### src/rtl/xlat_pkg.sv
package xlat_pkg;

    typedef enum logic [1:0] {
        ACC_READ  = 2'd0,
        ACC_WRITE = 2'd1,
        ACC_EXEC  = 2'd2,
        ACC_RSVD  = 2'd3
    } acc_e;

    typedef enum logic [1:0] {
        FLT_NONE = 2'd0,
        FLT_PROT = 2'd1,
        FLT_SEG  = 2'd2
    } flt_e;

    typedef enum logic [1:0] {
        ST_IDLE   = 2'd0,
        ST_WALK   = 2'd1,
        ST_REPLAY = 2'd2
    } st_e;

    localparam int PERM_RD = 0;
    localparam int PERM_WR = 1;
    localparam int PERM_EX = 2;
    localparam int PERM_W  = 3;

endpackage

### src/rtl/xlat_tlb.sv
module xlat_tlb #(
    parameter int VPN_W   = 8,
    parameter int PFN_W   = 8,
    parameter int ENTRIES = 8
) (
    input  logic                      clk,
    input  logic                      rst_n,
    input  logic                      flush_en,
    input  logic [VPN_W-1:0]          lk_vpn,
    output logic                      lk_hit,
    output logic [PFN_W-1:0]          lk_pfn,
    output logic [xlat_pkg::PERM_W-1:0] lk_perm,
    input  logic                      ins_en,
    input  logic [VPN_W-1:0]          ins_vpn,
    input  logic [PFN_W-1:0]          ins_pfn,
    input  logic [xlat_pkg::PERM_W-1:0] ins_perm
);
    localparam int IDX_W = (ENTRIES > 1) ? $clog2(ENTRIES) : 1;
    localparam logic [IDX_W-1:0] LAST_IDX = IDX_W'(ENTRIES - 1);

    logic [ENTRIES-1:0]               vld_q;
    logic [VPN_W-1:0]                 tag_q  [ENTRIES];
    logic [PFN_W-1:0]                 pfn_q  [ENTRIES];
    logic [xlat_pkg::PERM_W-1:0]      perm_q [ENTRIES];
    logic [IDX_W-1:0]                 victim_q;
    logic [ENTRIES-1:0]               match;

    // Tag compare per entry
    for (genvar g = 0; g < ENTRIES; g++) begin : g_cmp
        assign match[g] = vld_q[g] && (tag_q[g] == lk_vpn);
    end

    // One-hot select of the matching entry
    always_comb begin
        lk_pfn  = '0;
        lk_perm = '0;
        for (int i = 0; i < ENTRIES; i++) begin
            if (match[i]) begin
                lk_pfn  = lk_pfn  | pfn_q[i];
                lk_perm = lk_perm | perm_q[i];
            end
        end
    end

    assign lk_hit = |match;

    // Valid bits and round-robin victim pointer
    always_ff @(posedge clk) begin
        if (!rst_n) begin
            vld_q    <= '0;
            victim_q <= '0;
        end else if (flush_en) begin
            vld_q    <= '0;
        end else if (ins_en) begin
            vld_q[victim_q] <= 1'b1;
            victim_q <= (victim_q == LAST_IDX) ? '0 : victim_q + 1'b1;
        end
    end

    // Entry payload storage, no reset needed
    for (genvar g = 0; g < ENTRIES; g++) begin : g_store
        always_ff @(posedge clk) begin
            if (ins_en && !flush_en && (victim_q == IDX_W'(g))) begin
                tag_q[g]  <= ins_vpn;
                pfn_q[g]  <= ins_pfn;
                perm_q[g] <= ins_perm;
            end
        end
    end

endmodule

### src/rtl/xlat_perm.sv
module xlat_perm (
    input  xlat_pkg::acc_e               acc,
    input  logic [xlat_pkg::PERM_W-1:0]  perm,
    output logic                         allow
);
    always_comb begin
        unique case (acc)
            xlat_pkg::ACC_READ:  allow = perm[xlat_pkg::PERM_RD];
            xlat_pkg::ACC_WRITE: allow = perm[xlat_pkg::PERM_WR];
            xlat_pkg::ACC_EXEC:  allow = perm[xlat_pkg::PERM_EX];
            xlat_pkg::ACC_RSVD:  allow = 1'b0;
            default:             allow = 1'b0;
        endcase
    end
endmodule

### src/rtl/xlat_fsm.sv
module xlat_fsm (
    input  logic            clk,
    input  logic            rst_n,
    input  logic            req_valid,
    input  logic            flush,
    input  logic            tlb_hit,
    input  logic            walk_rsp_valid,
    input  logic            walk_rsp_fault,
    output xlat_pkg::st_e   state,
    output logic            req_ready,
    output logic            cap_en,
    output logic            walk_req_valid,
    output logic            ins_en,
    output logic            flush_en,
    output logic            rsp_lookup,
    output logic            rsp_walk_fault
);
    import xlat_pkg::*;

    st_e state_q, state_d;

    // State register
    always_ff @(posedge clk) begin
        if (!rst_n) state_q <= ST_IDLE;
        else        state_q <= state_d;
    end

    // Next state
    always_comb begin
        state_d = state_q;
        unique case (state_q)
            ST_IDLE: begin
                if (!flush && req_valid && !tlb_hit) state_d = ST_WALK;
            end
            ST_WALK: begin
                if (walk_rsp_valid) state_d = walk_rsp_fault ? ST_IDLE : ST_REPLAY;
            end
            ST_REPLAY: begin
                state_d = tlb_hit ? ST_IDLE : ST_WALK;
            end
            default: state_d = ST_IDLE;
        endcase
    end

    // Outputs
    always_comb begin
        req_ready      = 1'b0;
        cap_en         = 1'b0;
        walk_req_valid = 1'b0;
        ins_en         = 1'b0;
        flush_en       = 1'b0;
        rsp_lookup     = 1'b0;
        rsp_walk_fault = 1'b0;
        unique case (state_q)
            ST_IDLE: begin
                flush_en   = flush;
                req_ready  = !flush;
                cap_en     = !flush && req_valid && !tlb_hit;
                rsp_lookup = !flush && req_valid && tlb_hit;
            end
            ST_WALK: begin
                walk_req_valid = 1'b1;
                ins_en         = walk_rsp_valid && !walk_rsp_fault;
                rsp_walk_fault = walk_rsp_valid && walk_rsp_fault;
            end
            ST_REPLAY: begin
                rsp_lookup = tlb_hit;
            end
            default: ;
        endcase
    end

    assign state = state_q;

endmodule

### src/rtl/xlat_unit.sv
module xlat_unit #(
    parameter int VA_W    = 14,
    parameter int OFS_W   = 6,
    parameter int PFN_W   = 8,
    parameter int ENTRIES = 8,
    localparam int VPN_W  = VA_W - OFS_W,
    localparam int PA_W   = PFN_W + OFS_W
) (
    input  logic                         clk,
    input  logic                         rst_n,
    input  logic                         flush,
    input  logic                         req_valid,
    output logic                         req_ready,
    input  logic [VA_W-1:0]              req_vaddr,
    input  logic [1:0]                   req_acc,
    output logic                         rsp_valid,
    output logic [PA_W-1:0]              rsp_paddr,
    output logic [1:0]                   rsp_fault,
    output logic                         walk_req_valid,
    output logic [VPN_W-1:0]             walk_req_vpn,
    input  logic                         walk_rsp_valid,
    input  logic                         walk_rsp_fault,
    input  logic [PFN_W-1:0]             walk_rsp_pfn,
    input  logic [xlat_pkg::PERM_W-1:0]  walk_rsp_prot
);
    import xlat_pkg::*;

    localparam logic [VA_W-1:0] OFS_MASK = VA_W'((1 << OFS_W) - 1);
    localparam logic [VA_W-1:0] VPN_MASK = ~OFS_MASK;

    st_e               state;
    logic              cap_en, ins_en, flush_en, rsp_lookup, rsp_walk_fault;
    logic              tlb_hit, allow;
    logic [PFN_W-1:0]  hit_pfn;
    logic [PERM_W-1:0] hit_perm;
    logic [VA_W-1:0]   held_va_q;
    acc_e              held_acc_q;
    logic [VA_W-1:0]   lk_va;
    acc_e              lk_acc;
    logic [VPN_W-1:0]  lk_vpn;
    logic [OFS_W-1:0]  lk_ofs;
    flt_e              fault;

    // Captured access for walk and replay
    always_ff @(posedge clk) begin
        if (!rst_n) begin
            held_va_q  <= '0;
            held_acc_q <= ACC_READ;
        end else if (cap_en) begin
            held_va_q  <= req_vaddr;
            held_acc_q <= acc_e'(req_acc);
        end
    end

    assign lk_va  = (state == ST_REPLAY) ? held_va_q  : req_vaddr;
    assign lk_acc = (state == ST_REPLAY) ? held_acc_q : acc_e'(req_acc);
    assign lk_vpn = VPN_W'((lk_va & VPN_MASK) >> OFS_W);
    assign lk_ofs = OFS_W'(lk_va & OFS_MASK);

    xlat_fsm u_fsm (
        .clk            (clk),
        .rst_n          (rst_n),
        .req_valid      (req_valid),
        .flush          (flush),
        .tlb_hit        (tlb_hit),
        .walk_rsp_valid (walk_rsp_valid),
        .walk_rsp_fault (walk_rsp_fault),
        .state          (state),
        .req_ready      (req_ready),
        .cap_en         (cap_en),
        .walk_req_valid (walk_req_valid),
        .ins_en         (ins_en),
        .flush_en       (flush_en),
        .rsp_lookup     (rsp_lookup),
        .rsp_walk_fault (rsp_walk_fault)
    );

    xlat_tlb #(
        .VPN_W   (VPN_W),
        .PFN_W   (PFN_W),
        .ENTRIES (ENTRIES)
    ) u_tlb (
        .clk      (clk),
        .rst_n    (rst_n),
        .flush_en (flush_en),
        .lk_vpn   (lk_vpn),
        .lk_hit   (tlb_hit),
        .lk_pfn   (hit_pfn),
        .lk_perm  (hit_perm),
        .ins_en   (ins_en),
        .ins_vpn  (walk_req_vpn),
        .ins_pfn  (walk_rsp_pfn),
        .ins_perm (walk_rsp_prot)
    );

    xlat_perm u_perm (
        .acc   (lk_acc),
        .perm  (hit_perm),
        .allow (allow)
    );

    assign walk_req_vpn = VPN_W'((held_va_q & VPN_MASK) >> OFS_W);

    always_comb begin
        if (rsp_walk_fault) fault = FLT_SEG;
        else if (!allow)    fault = FLT_PROT;
        else                fault = FLT_NONE;
    end

    assign rsp_valid = rsp_lookup || rsp_walk_fault;
    assign rsp_fault = rsp_valid ? fault : FLT_NONE;
    assign rsp_paddr = (rsp_valid && fault == FLT_NONE)
                     ? ((PA_W'(hit_pfn) << OFS_W) | PA_W'(lk_ofs))
                     : '0;

endmodule

### config.mk
export PLATFORM = sky130hd
export DESIGN_NAME = xlat_unit
export DESIGN_NICKNAME = d
export VERILOG_FILES = /design/src/rtl/xlat_pkg.sv /design/src/rtl/xlat_tlb.sv /design/src/rtl/xlat_perm.sv /design/src/rtl/xlat_fsm.sv /design/src/rtl/xlat_unit.sv
export SDC_FILE = /design/constraint.sdc
export NUM_CORES = 1
export LEC_CHECK = 0
export ABC_AREA = 1
export ABC_CLOCK_PERIOD_IN_PS = 3850
export BUFFER_PORTS_ARGS = -buffer_cell sky130_fd_sc_hd__clkbuf_2
export CAP_MARGIN = 20
export CORE_MARGIN = 2
export CORE_UTILIZATION = 45
export CTS_BUF_LIST = sky130_fd_sc_hd__clkbuf_16
export CTS_CLUSTER_DIAMETER = 50
export DETAILED_ROUTE_END_ITERATION = 16
export PLACE_DENSITY = 0.68
export SYNTH_ARGS = -nofsm -noshare
export SYNTH_HDL_FRONTEND = slang
export SYNTH_SLANG_ARGS = --single-unit
### constraint.sdc
create_clock -name clk -period 3.85 [get_ports clk]
set_clock_uncertainty 0.2 [all_clocks]
set_input_delay 0.77 -clock clk [delete_from_list [all_inputs] [get_ports clk]]
set_output_delay 0.77 -clock clk [all_outputs]
set_load 0.03 [all_outputs]
==> flow_summary.yaml, run 1 <==
sta:
  max_freq_mhz: 261
  setup_slack_ps: 14.1
  slew_headroom_pct: 53.7
  hold_violations: 0
  final.setup.tns_ps: 0
  whs_ps: 264
  finalSetupViolCount: 0
  rsz0062_at_grt: "true"
  min_period_over_period_pct: 99.6
  fin_crit_ps: 3840
  worst_pin_slew_ps: 691
  maxSlewViolCount: 0
clock_tree:
  htreeDepth: 4
  clockRootBuffer: "clkbuf_16"
  clock_sinks: 181
  clk_latency_ps: 430
  cts_made_buffers: 17
  clockBufferDepth: 2
  cts_tree: "yes"
  cts.hold.buffers_added: 0
  cts.clk_slew.worst_paths_ps: 70
floorplan:
  ios: 60
  die_x_um: 141
  start_util_pct: 46.3
  die_h_um: 141
  core_region_area_um2: 18100
  fp-row-count: 49
  design.die.area_um2: 19800
final_layout:
  final_area_um2: 10500
  nets: 992
  area_growth_pct: 25.3
  n_antenna_cell: 0
  fin_cells: 1195
  fillers: 1442
  layout-drive-gt1-share_pct: 28.5
power_and_ir_drop:
  ir_worst_vdd_mv: 0.320
  pwr-share-clk_pct: 39.7
  power.density_nw_per_um2: 389
  leakage_nw: 4.18
  p_sw_w: 0.000965
  sequentialPowerShare_pct: 52.7
  p_int_w: 0.00313
  power_switching_share_pct: 23.6
  p_comb_share_pct: 7.6
routing:
  wl_per_cell_um: 19.3
  firstDrtPassIters: 7
  ant_nets: 0
  drc: 0
  drt-initial-drc-count: 815
  vias: 6557
  wirelength_mm: 23.1
  via_per_inst: 5.49
global_routing:
  grt_pass1_wl_mm: 34.4
  grt_max_degree: 21
  grt_overflow_total: 0
  antenna_found_initial: 0
  grtUsageTotal_pct: 22.9
  grt_pass1_vias: 6236
yosys:
  syn_area_um2: 8400
  yosys_warnings: 0
  syn_nets: 881
  ys_ff_latch: 181
  ys_seq_area_share_pct: 61.3
  synth_cell_type_count: 34
  avgSynthCellArea_um2: 9.97
  synthCells: 842
job:
  cap_violations: 0
worst_setup_path:
  reg2reg_setup_slack_ps: 730
  worstPathArrival_ps: 2870
  start_kind: "flip-flop"
  critPathKind: "reg2out"
  cp.required_ps: 2880
  crit_fanout: 8
  endpoint_kind: "output port"
place:
  port_buffers: 59
  dp_cells: 1145
  dp_slack_ps: -84.4
  gp_congestion: 0.878
  post_dp_cell_area_um2: 9180
  dp_hpwl_mm: 14.8
status:
  status: "completed"
hold_path:
  min_path_type: "reg2reg"
[stage by stage]
stage | power [W] | utilization, %
2_1_floorplan | 0.00235 | -
3_3_place_gp | 0.00245 | 50.6
3_5_place_dp | 0.00245 | 50.6
4_1_cts | 0.00406 | 54.7
5_1_grt | 0.00422 | 58.0
6_report | 0.00409 | 58.0
[power groups by stage]
stage / clock [W] / combinational (W) / sequential [W]
CTS: 0.00164 / 0.000270 / 0.00215
global route: 0.00172 / 0.000338 / 0.00216
global placement: 0 / 0.000256 / 0.00220
floorplan: 0 / 0.000156 / 0.00220
detailed placement: 0 / 0.000259 / 0.00220
finish: 0.00162 / 0.000312 / 0.00216
[what timing repair did]
action,4_1_cts,5_1_grt
pin swaps,7,33
gates cloned,0,3
endpoints found under the setup margin,16,16
buffers inserted,6,9
resized for setup,44,127
[flip-flops by register name, summed over array words and instances (netlist names)]
| signal | cells |
|---|---|
| u_tlb.victim_q | 3 |
| u_tlb.vld_q | 8 |
| u_tlb.pfn_q | 64 |
| u_tlb.tag_q | 64 |
| u_fsm.state | 2 |
| u_tlb.perm_q | 24 |
| held_acc_q | 2 |
| held_va_q | 14 |
[layer usage]
metal / GRT usage, % / vias up / part of all wire [%]
li1: - / 3073 / -
met4: 7.58 / 0 / 2.5
met2: 36.3 / 366 / 47
met3: 4.96 / 49 / 9.9
met1: 31.5 / 3069 / 41
met5: 0 / - / 0
[layout by cell type, fill, tap and decap left out, types with 4 or more instances in the layout]
cell type  netlist  layout
nand3_2          1      11
clkbuf_2         0      44
nand2_2         17      17
xor2_1          18      15
buf_6            4      15
inv_1           81      82
clkbuf_16        0      19
nor2_1          96      77
nand2_4          4      14
nand3b_1         4       4
nor3_2           0       6
dfxtp_1         29      27
edfxtp_1       152     152
o21ai_0         11      11
nand3_1        137     116
clkinv_2         0       5
a31oi_1          5       4
ha_1             6       6
buf_4           23      62
nand2_1        153     141
nand4_1         34      34
buf_12           0       4
a21oi_1          9       8
nor2_4           2      20
o211ai_1         4       4
nor2_2          20      21
nand3_4          0      11
[final cells by class]
cell class	count	area (um2)	area share, %
Inverter	83	319	3.03
Sequential cell	181	5150	49.0
Clock buffer	17	425	4.04
Timing Repair Buffer	130	1030	9.78
Tap cell	229	287	2.72
Multi-Input combinational cell	540	3200	30.4
Clock inverter	15	116	1.11
[synth_stat cells, drive strengths merged]
master	count	area share [%]
nand3	138	8.3
a31oi	5	0.37
inv	82	3.7
nand2	174	8.6
or2	7	0.52
edfxtp	152	54
o211ai	4	0.36
clkbuf	5	0.22
nand4	34	2.5
nor4	1	0.075
nand3b	4	0.36
o21ai	13	0.77
o31ai	1	0.089
a21oi	9	0.54
ha	6	0.89
buf	34	3.0
dfxtp	29	6.9
xor2	18	1.9
clkinv	1	0.045
nor3	6	0.36
nor2	118	6.0
xnor2	1	0.10
[path summary, 6_finish.rpt]
kind                         to            from  cells after the start
hold reg to reg   held_acc_q[0]   held_acc_q[0]                      2
hold / removal    held_acc_q[0]   held_acc_q[0]                      2
setup reg to reg   held_va_q[6]  u_fsm.state[0]                     16
setup / recovery  rsp_paddr[13]  u_fsm.state[1]                     17
[kinds of logic after synthesis]
logic type / synth area share (%)
buf+inv: 6.91
simple gates: 26.8
flops: 61.3
fa+ha+maj: 0.894
compound gates: 2.13
xor+xnor: 1.98
[critical path, stage by stage, from the launching register on]
cell and delay [ps]:
dfxtp_4 480, clkbuf_16 220, nand3_4 100, nand3_2 90, nand2_1 90, nor2_1 110
nand2_1 110, nor2_4 240, nand3_2 100, nand2_1 90, nor2_1 50, nand2_1 60
nand2_1 60, nand2_2 120, nand3_4 100, buf_12 160, nor2_4 110, buf_8 130
(Power assumes the default switching activity.)
==> run 2: changes to the inputs <==
==> constraint.sdc (replaced) <==
create_clock -name clk -period 3.85 [get_ports clk]
set_clock_uncertainty 0.2 [all_clocks]
set_input_delay 0 -clock clk [delete_from_list [all_inputs] [get_ports clk]]
set_output_delay 0 -clock clk [all_outputs]
set_load 0.03 [all_outputs]
==> run 2 against run 1 <==
Sequential power hardly changed. Cell area fell by 3.5%. First-iteration DRC count rose by 6.7%. Total power up 0.35%. Cell count increased by 0.92%. Register-to-register slack worse by 300 ps. Combinational power decreased by 7.1%. Wire length is 0.68% lower. Count of clock-buffer cells in the layout unchanged. Sequential share of layout area rose by 1.7 points. Worst hold slack worse by 200 ps. Critical endpoint unchanged. Largest cell class unchanged. Largest power group unchanged.
==> flow_summary.yaml, run 2 (synthesized netlist as in run 1, its figures left out) <==
status:
  status: "completed"
worst_setup_path:
  critPathKind: "reg2out"
  endpoint_kind: "output port"
  cp.required_ps: 3650
  worstPathArrival_ps: 3380
  r2r_cells: 13
  r2r_start: "held_va_q[7]"
  crit_fanout: 12
  slowest_delay_ps: 510
  start_kind: "flip-flop"
  crit_path_cell_trace: "nand3_1, nand2_2, o21ai_0, inv_1, nand2_1, nor2_2, buf_4, nand3_1, nand2_1, nor2_1, nand3_1, nand2_1, inv_1, nand3_4, buf_12, nor2_1, buf_2"
  slowest_stage: "dfxtp_1"
  r2r-end: "held_va_q[1]"
  reg2reg_setup_slack_ps: 430
global_routing:
  grt_pass1_wl_mm: 35.6
  antenna_found_initial: 0
  grt_max_degree: 33
  grt_pass1_vias: 6267
  grtUsageTotal_pct: 24.2
  grt_overflow_total: 0
final_layout:
  layout-drive-gt1-share_pct: 19.1
  nets: 1003
  area_growth_pct: 20.9
  largestRegisters: "u_tlb.pfn_q: 64 flops, u_tlb.tag_q: 64 flops, u_tlb.perm_q: 24 flops"
  final_common_cell: "nand2_1"
  final_cell_mix: "nand2_1, edfxtp_1, nand3_1, nor2_1, inv_1"
  n_antenna_cell: 0
  final_util_pct: 56.0
power_and_ir_drop:
  power.density_nw_per_um2: 404
  leakage_nw: 4.10
  ir_worst_vdd_mv: 0.325
clock_tree:
  cts_tree: "yes"
  clk_latency_ps: 440
  cts.clk_slew.worst_paths_ps: 70
  clock_sinks: 181
  htreeDepth: 4
  clockBufferDepth: 2
  clockRootBuffer: "clkbuf_16"
  cts_made_buffers: 17
sta:
  slew_headroom_pct: 59.2
  maxSlewViolCount: 0
  min_period_over_period_pct: 92.9
  whs_ps: 67.9
  finalSetupViolCount: 0
  max_freq_mhz: 280
  hold_violations: 0
  worst_pin_slew_ps: 608
  fin_crit_ps: 3580
place:
  port_buffers: 59
  gp_congestion: 0.934
  dp_hpwl_mm: 14.6
routing:
  ant_nets: 0
  wl_per_cell_um: 19.0
  maxUsedRoutingLayer: "met4"
  drc: 0
  firstDrtPassIters: 5
  via_per_inst: 5.41
  vias: 6525
  dr_wl_met2_mm: 10.1
  wl_met1_mm: 10.1
  met3_length_mm: 1.86
  drt-initial-drc-count: 870
  wirelength_mm: 23.0
hold_path:
  hold_depth: 4
  min_to: "u_fsm.state[1]"
  hold_path.startpoint: "walk_rsp_fault"
  min_path_type: "in2reg"
floorplan:
  fp-row-count: 49
  die_x_um: 141
  core_region_area_um2: 18100
  die_h_um: 141
  ios: 60
  start_util_pct: 46.3
  design.die.area_um2: 19800
job:
  cap_violations: 0
==> run 2: cell types whose count changed in the layout (fill, tap and decap cells not counted), sizes merged <==
cell and delta:
clkbuf +12, inv -1, buf -48, clkinv +1
dlygate4sd3 +47
==> run 2: layer usage <==
layer / GRT usage [%] / up-vias
met5: 0 / -
met1: 34.3 / 3069
met3: 5.71 / 57
met2: 35.7 / 307
li1: - / 3092
met4: 10.6 / 0
==> run 2: critical path: cells and delay by family, from the launching register on <==
family                 cells  cell delay, ps
and+or+nand+nor           11            1460
buffers and inverters      5             840
DFF                        1             510
AOI/OAI and AO/OA          1             110
==> run 2: how the worst max path moves through the flow <==
stage                    from                  to  slack [ps]
2_1_floorplan  u_fsm.state[0]  u_tlb.perm_q[0][0]         400
6_report        held_va_q[11]       rsp_paddr[13]         270
3_5_place_dp   u_fsm.state[0]       rsp_paddr[13]         350
4_1_cts        u_fsm.state[0]       rsp_paddr[13]          60
3_3_place_gp   u_fsm.state[0]       rsp_paddr[13]         410
5_1_grt         held_va_q[11]       rsp_paddr[13]         -10
==> run 2: timing repair <==
action	CTS	global route
cloned	0	1
hold buffers	47	0
gates resized for setup	4	17
buffers inserted	0	1
setup endpoints to repair	8	14
hold endpoints to repair	117	0
pin swaps	0	2
==> run 2: layout make-up <==
class | count | area (um2)
clock buffers | 17 | 425
clock inverters | 15 | 131
fillers | 1526 | 7990
inverters | 83 | 317
multi-input cells | 540 | 2790
flip-flops and latches | 181 | 5150
well taps | 229 | 287
repair buffers | 141 | 1060
==> run 2: stage by stage <==
step	cells	worst slack, ps	instance area [um2]	total power (W)	setup TNS [ps]
final	1206	273	10200	0.00411	0
after global routing	1206	-9.96	10200	0.00423	-9.96
after CTS	1204	63.2	10100	0.00411	0
after detailed placement	1125	350	9030	0.00244	0
after global placement	1125	415	9030	0.00244	0
after floorplan	842	397	8400	0.00235	0
==> run 2: power by group <==
group	total, W	leakage, nW	switching, W	internal, W
clock	0.00165	0.275	0.000758	0.000893
combinational	0.000290	2.21	0.000183	0.000107
sequential	0.00216	1.62	0.0000234	0.00214
total	0.00411	4.10	0.000965	0.00314
==> run 3: changes to the inputs <==
--- a/config.mk
+++ b/config.mk
@@ -9,12 +9,14 @@
 export ABC_CLOCK_PERIOD_IN_PS = 3850
 export BUFFER_PORTS_ARGS = -buffer_cell sky130_fd_sc_hd__clkbuf_2
 export CAP_MARGIN = 20
+export CELL_PAD_IN_SITES_DETAIL_PLACEMENT = 1
+export CELL_PAD_IN_SITES_GLOBAL_PLACEMENT = 1
 export CORE_MARGIN = 2
 export CORE_UTILIZATION = 45
 export CTS_BUF_LIST = sky130_fd_sc_hd__clkbuf_16
 export CTS_CLUSTER_DIAMETER = 50
 export DETAILED_ROUTE_END_ITERATION = 16
-export PLACE_DENSITY = 0.68
+export PLACE_DENSITY = 0.82
 export SYNTH_ARGS = -nofsm -noshare
 export SYNTH_HDL_FRONTEND = slang
 export SYNTH_SLANG_ARGS = --single-unit
==> run 3 against run 2 <==
Cell area hardly changed. Global-route usage up 4.3 points. Wire length up 22%. Via count rose by 8.0%. Core utilization hardly changed. Total power grew 2.9%. Die area unchanged. Fmax down 5.7%. Sequential power barely moved. Flip-flop and latch count is the same. Non-clock buffer count did not move. Worst hold slack better by 58 ps. Largest cell class unchanged. Highest routed layer unchanged.
==> flow_summary.yaml, run 3 (synthesized netlist as in run 1, its figures left out) <==
worst_setup_path:
  slowest_delay_ps: 440
  crit_family: "simple AND/OR/NAND/NOR gates"
  cp.required_ps: 3650
  crit_fanout: 13
  critPathKind: "reg2out"
  worst-path-buf-inv: 3
  worstPathArrival_ps: 3590
  reg2reg_setup_slack_ps: 300
  r2r_cells: 16
  worst-path-stages: 14
  crit_path_cell_trace: "buf_4, nand3_1, nand2_4, xor2_1, nand2_1, nor2_4, nand2_1, nand4_1, nor2_4, nor2_1, nand3_4, buf_4, nor2_2, clkbuf_2"
  endpoint_kind: "output port"
  start_kind: "flip-flop"
  slowest_stage: "dfxtp_4"
  r2r-end: "held_va_q[1]"
  r2r_start: "u_fsm.state[1]"
sta:
  max_freq_mhz: 264
  worst_pin_slew_ps: 653
  hold_violations: 0
  slew_headroom_pct: 56.2
  setup_slack_ps: 57.9
  min_period_over_period_pct: 98.5
  final.setup.tns_ps: 0
  fin_crit_ps: 3790
  finalSetupViolCount: 0
  maxSlewViolCount: 0
final_layout:
  nets: 1003
  final_common_cell: "nand2_1"
  fin_cells: 1206
  final_cell_mix: "nand2_1, edfxtp_1, nand3_1, nor2_1, inv_1"
  n_antenna_cell: 0
  area_growth_pct: 20.9
  final_util_pct: 56.0
  layout-drive-gt1-share_pct: 19.4
  final_area_um2: 10200
  largestRegisters: "u_tlb.pfn_q: 64 flops, u_tlb.tag_q: 64 flops, u_tlb.perm_q: 24 flops"
  fillers: 2017
power_and_ir_drop:
  sequentialPowerShare_pct: 51.0
  power.density_nw_per_um2: 416
  pwr-share-clk_pct: 41.3
  power_switching_share_pct: 24.1
  p_int_w: 0.00321
  ir_worst_vdd_mv: 0.332
  leakage_nw: 4.10
  p_sw_w: 0.00102
  p_comb_share_pct: 7.6
place:
  port_buffers: 59
  dp_cells: 1125
  dp_slack_ps: 157
  post_dp_cell_area_um2: 9000
  dp_hpwl_mm: 17.6
  gp_congestion: 0.888
routing:
  wl_per_cell_um: 23.3
  vias: 7050
  ant_nets: 0
  drc: 0
  via_per_inst: 5.85
  drt-initial-drc-count: 731
  wirelength_mm: 28.1
  firstDrtPassIters: 5
hold_path:
  hold_depth: 4
  min_to: "u_fsm.state[1]"
  min_path_type: "in2reg"
  hold_path.startpoint: "walk_rsp_fault"
clock_tree:
  htreeDepth: 4
  clock_sinks: 181
  clockBufferDepth: 2
  clk_latency_ps: 450
  cts_tree: "yes"
  clockRootBuffer: "clkbuf_16"
  cts_made_buffers: 17
  cts.clk_slew.worst_paths_ps: 70
global_routing:
  grt_overflow_total: 0
  grt_pass1_vias: 7384
  antenna_found_initial: 0
  grt_pass1_wl_mm: 42.4
  grtUsageTotal_pct: 28.5
  grt_max_degree: 33
job:
  cap_violations: 0
floorplan:
  die_x_um: 141
  fp-row-count: 49
  ios: 60
  design.die.area_um2: 19800
  core_region_area_um2: 18100
  start_util_pct: 46.3
  die_h_um: 141
status:
  status: "completed"
[run 3: cell count changes in the layout (fill, tap and decap cells not counted), sizes merged]
cell / before / now
buf: 36 / 37
bufinv: 1 / 2
clkbuf: 75 / 76
clkinv: 8 / 9
clkinvlp: 2 / 0
dlygate4sd3: 47 / 45
[run 3: layer usage]
layer | vias up | global-route usage, % | share of wire, %
met4 | 0 | 12.6 | 3.8
met1 | 3508 | 37.6 | 40
met3 | 81 | 3.94 | 7.8
met5 | - | 0 | 0
li1 | 3092 | - | -
met2 | 369 | 47.2 | 49
[run 3: worst max path at each step]
stage / from / endpoint / slack (ps)
finish: u_fsm.state[1] / rsp_paddr[9] / 60
global route: u_fsm.state[1] / rsp_paddr[8] / -40
CTS: u_fsm.state[0] / rsp_paddr[9] / 40
detailed placement: u_fsm.state[0] / rsp_paddr[9] / 160
global placement: u_fsm.state[0] / rsp_paddr[6] / 340
floorplan: u_fsm.state[0] / u_tlb.perm_q[0][0] / 400
[run 3: power groups by stage]
| stage | clock [W] | sequential [W] | combinational [W] |
|---|---|---|---|
| after floorplan | 0 | 0.00220 | 0.000156 |
| after global placement | 0 | 0.00220 | 0.000248 |
| after detailed placement | 0 | 0.00220 | 0.000259 |
| after CTS | 0.00174 | 0.00215 | 0.000304 |
| after global routing | 0.00181 | 0.00216 | 0.000346 |
| final | 0.00175 | 0.00216 | 0.000322 |
[run 3: cell type report]
class                   instances  area [um2]  area share [%]
multi-input cells             540        2800            27.6
flip-flops and latches        181        5150            50.7
inverters                      83         317            3.12
repair buffers                141        1020            10.1
well taps                     229         287            2.82
clock inverters                15         154            1.52
clock buffers                  17         425            4.19
[run 3: worst min-delay path, stage by stage]
cell and delay (ps):
clkbuf_2 100, inv_1 50, nand3_1 450, nor2_1 120
[run 3: stage by stage]
step                      hold slack (ps)  power (W)
after detailed placement             78.9    0.00246
after global routing                  198    0.00431
after floorplan                      -101    0.00235
final                                 126    0.00422
after global placement               75.4    0.00244
after CTS                            91.4    0.00420
[run 3: what timing repair did]
action,in CTS,in global routing
endpoints found under the hold margin,116,0
gates resized for setup,8,15
hold buffers,45,0
cloned,0,1
pin swaps,0,2
endpoints found under the setup margin,15,17
setup buffers,0,3
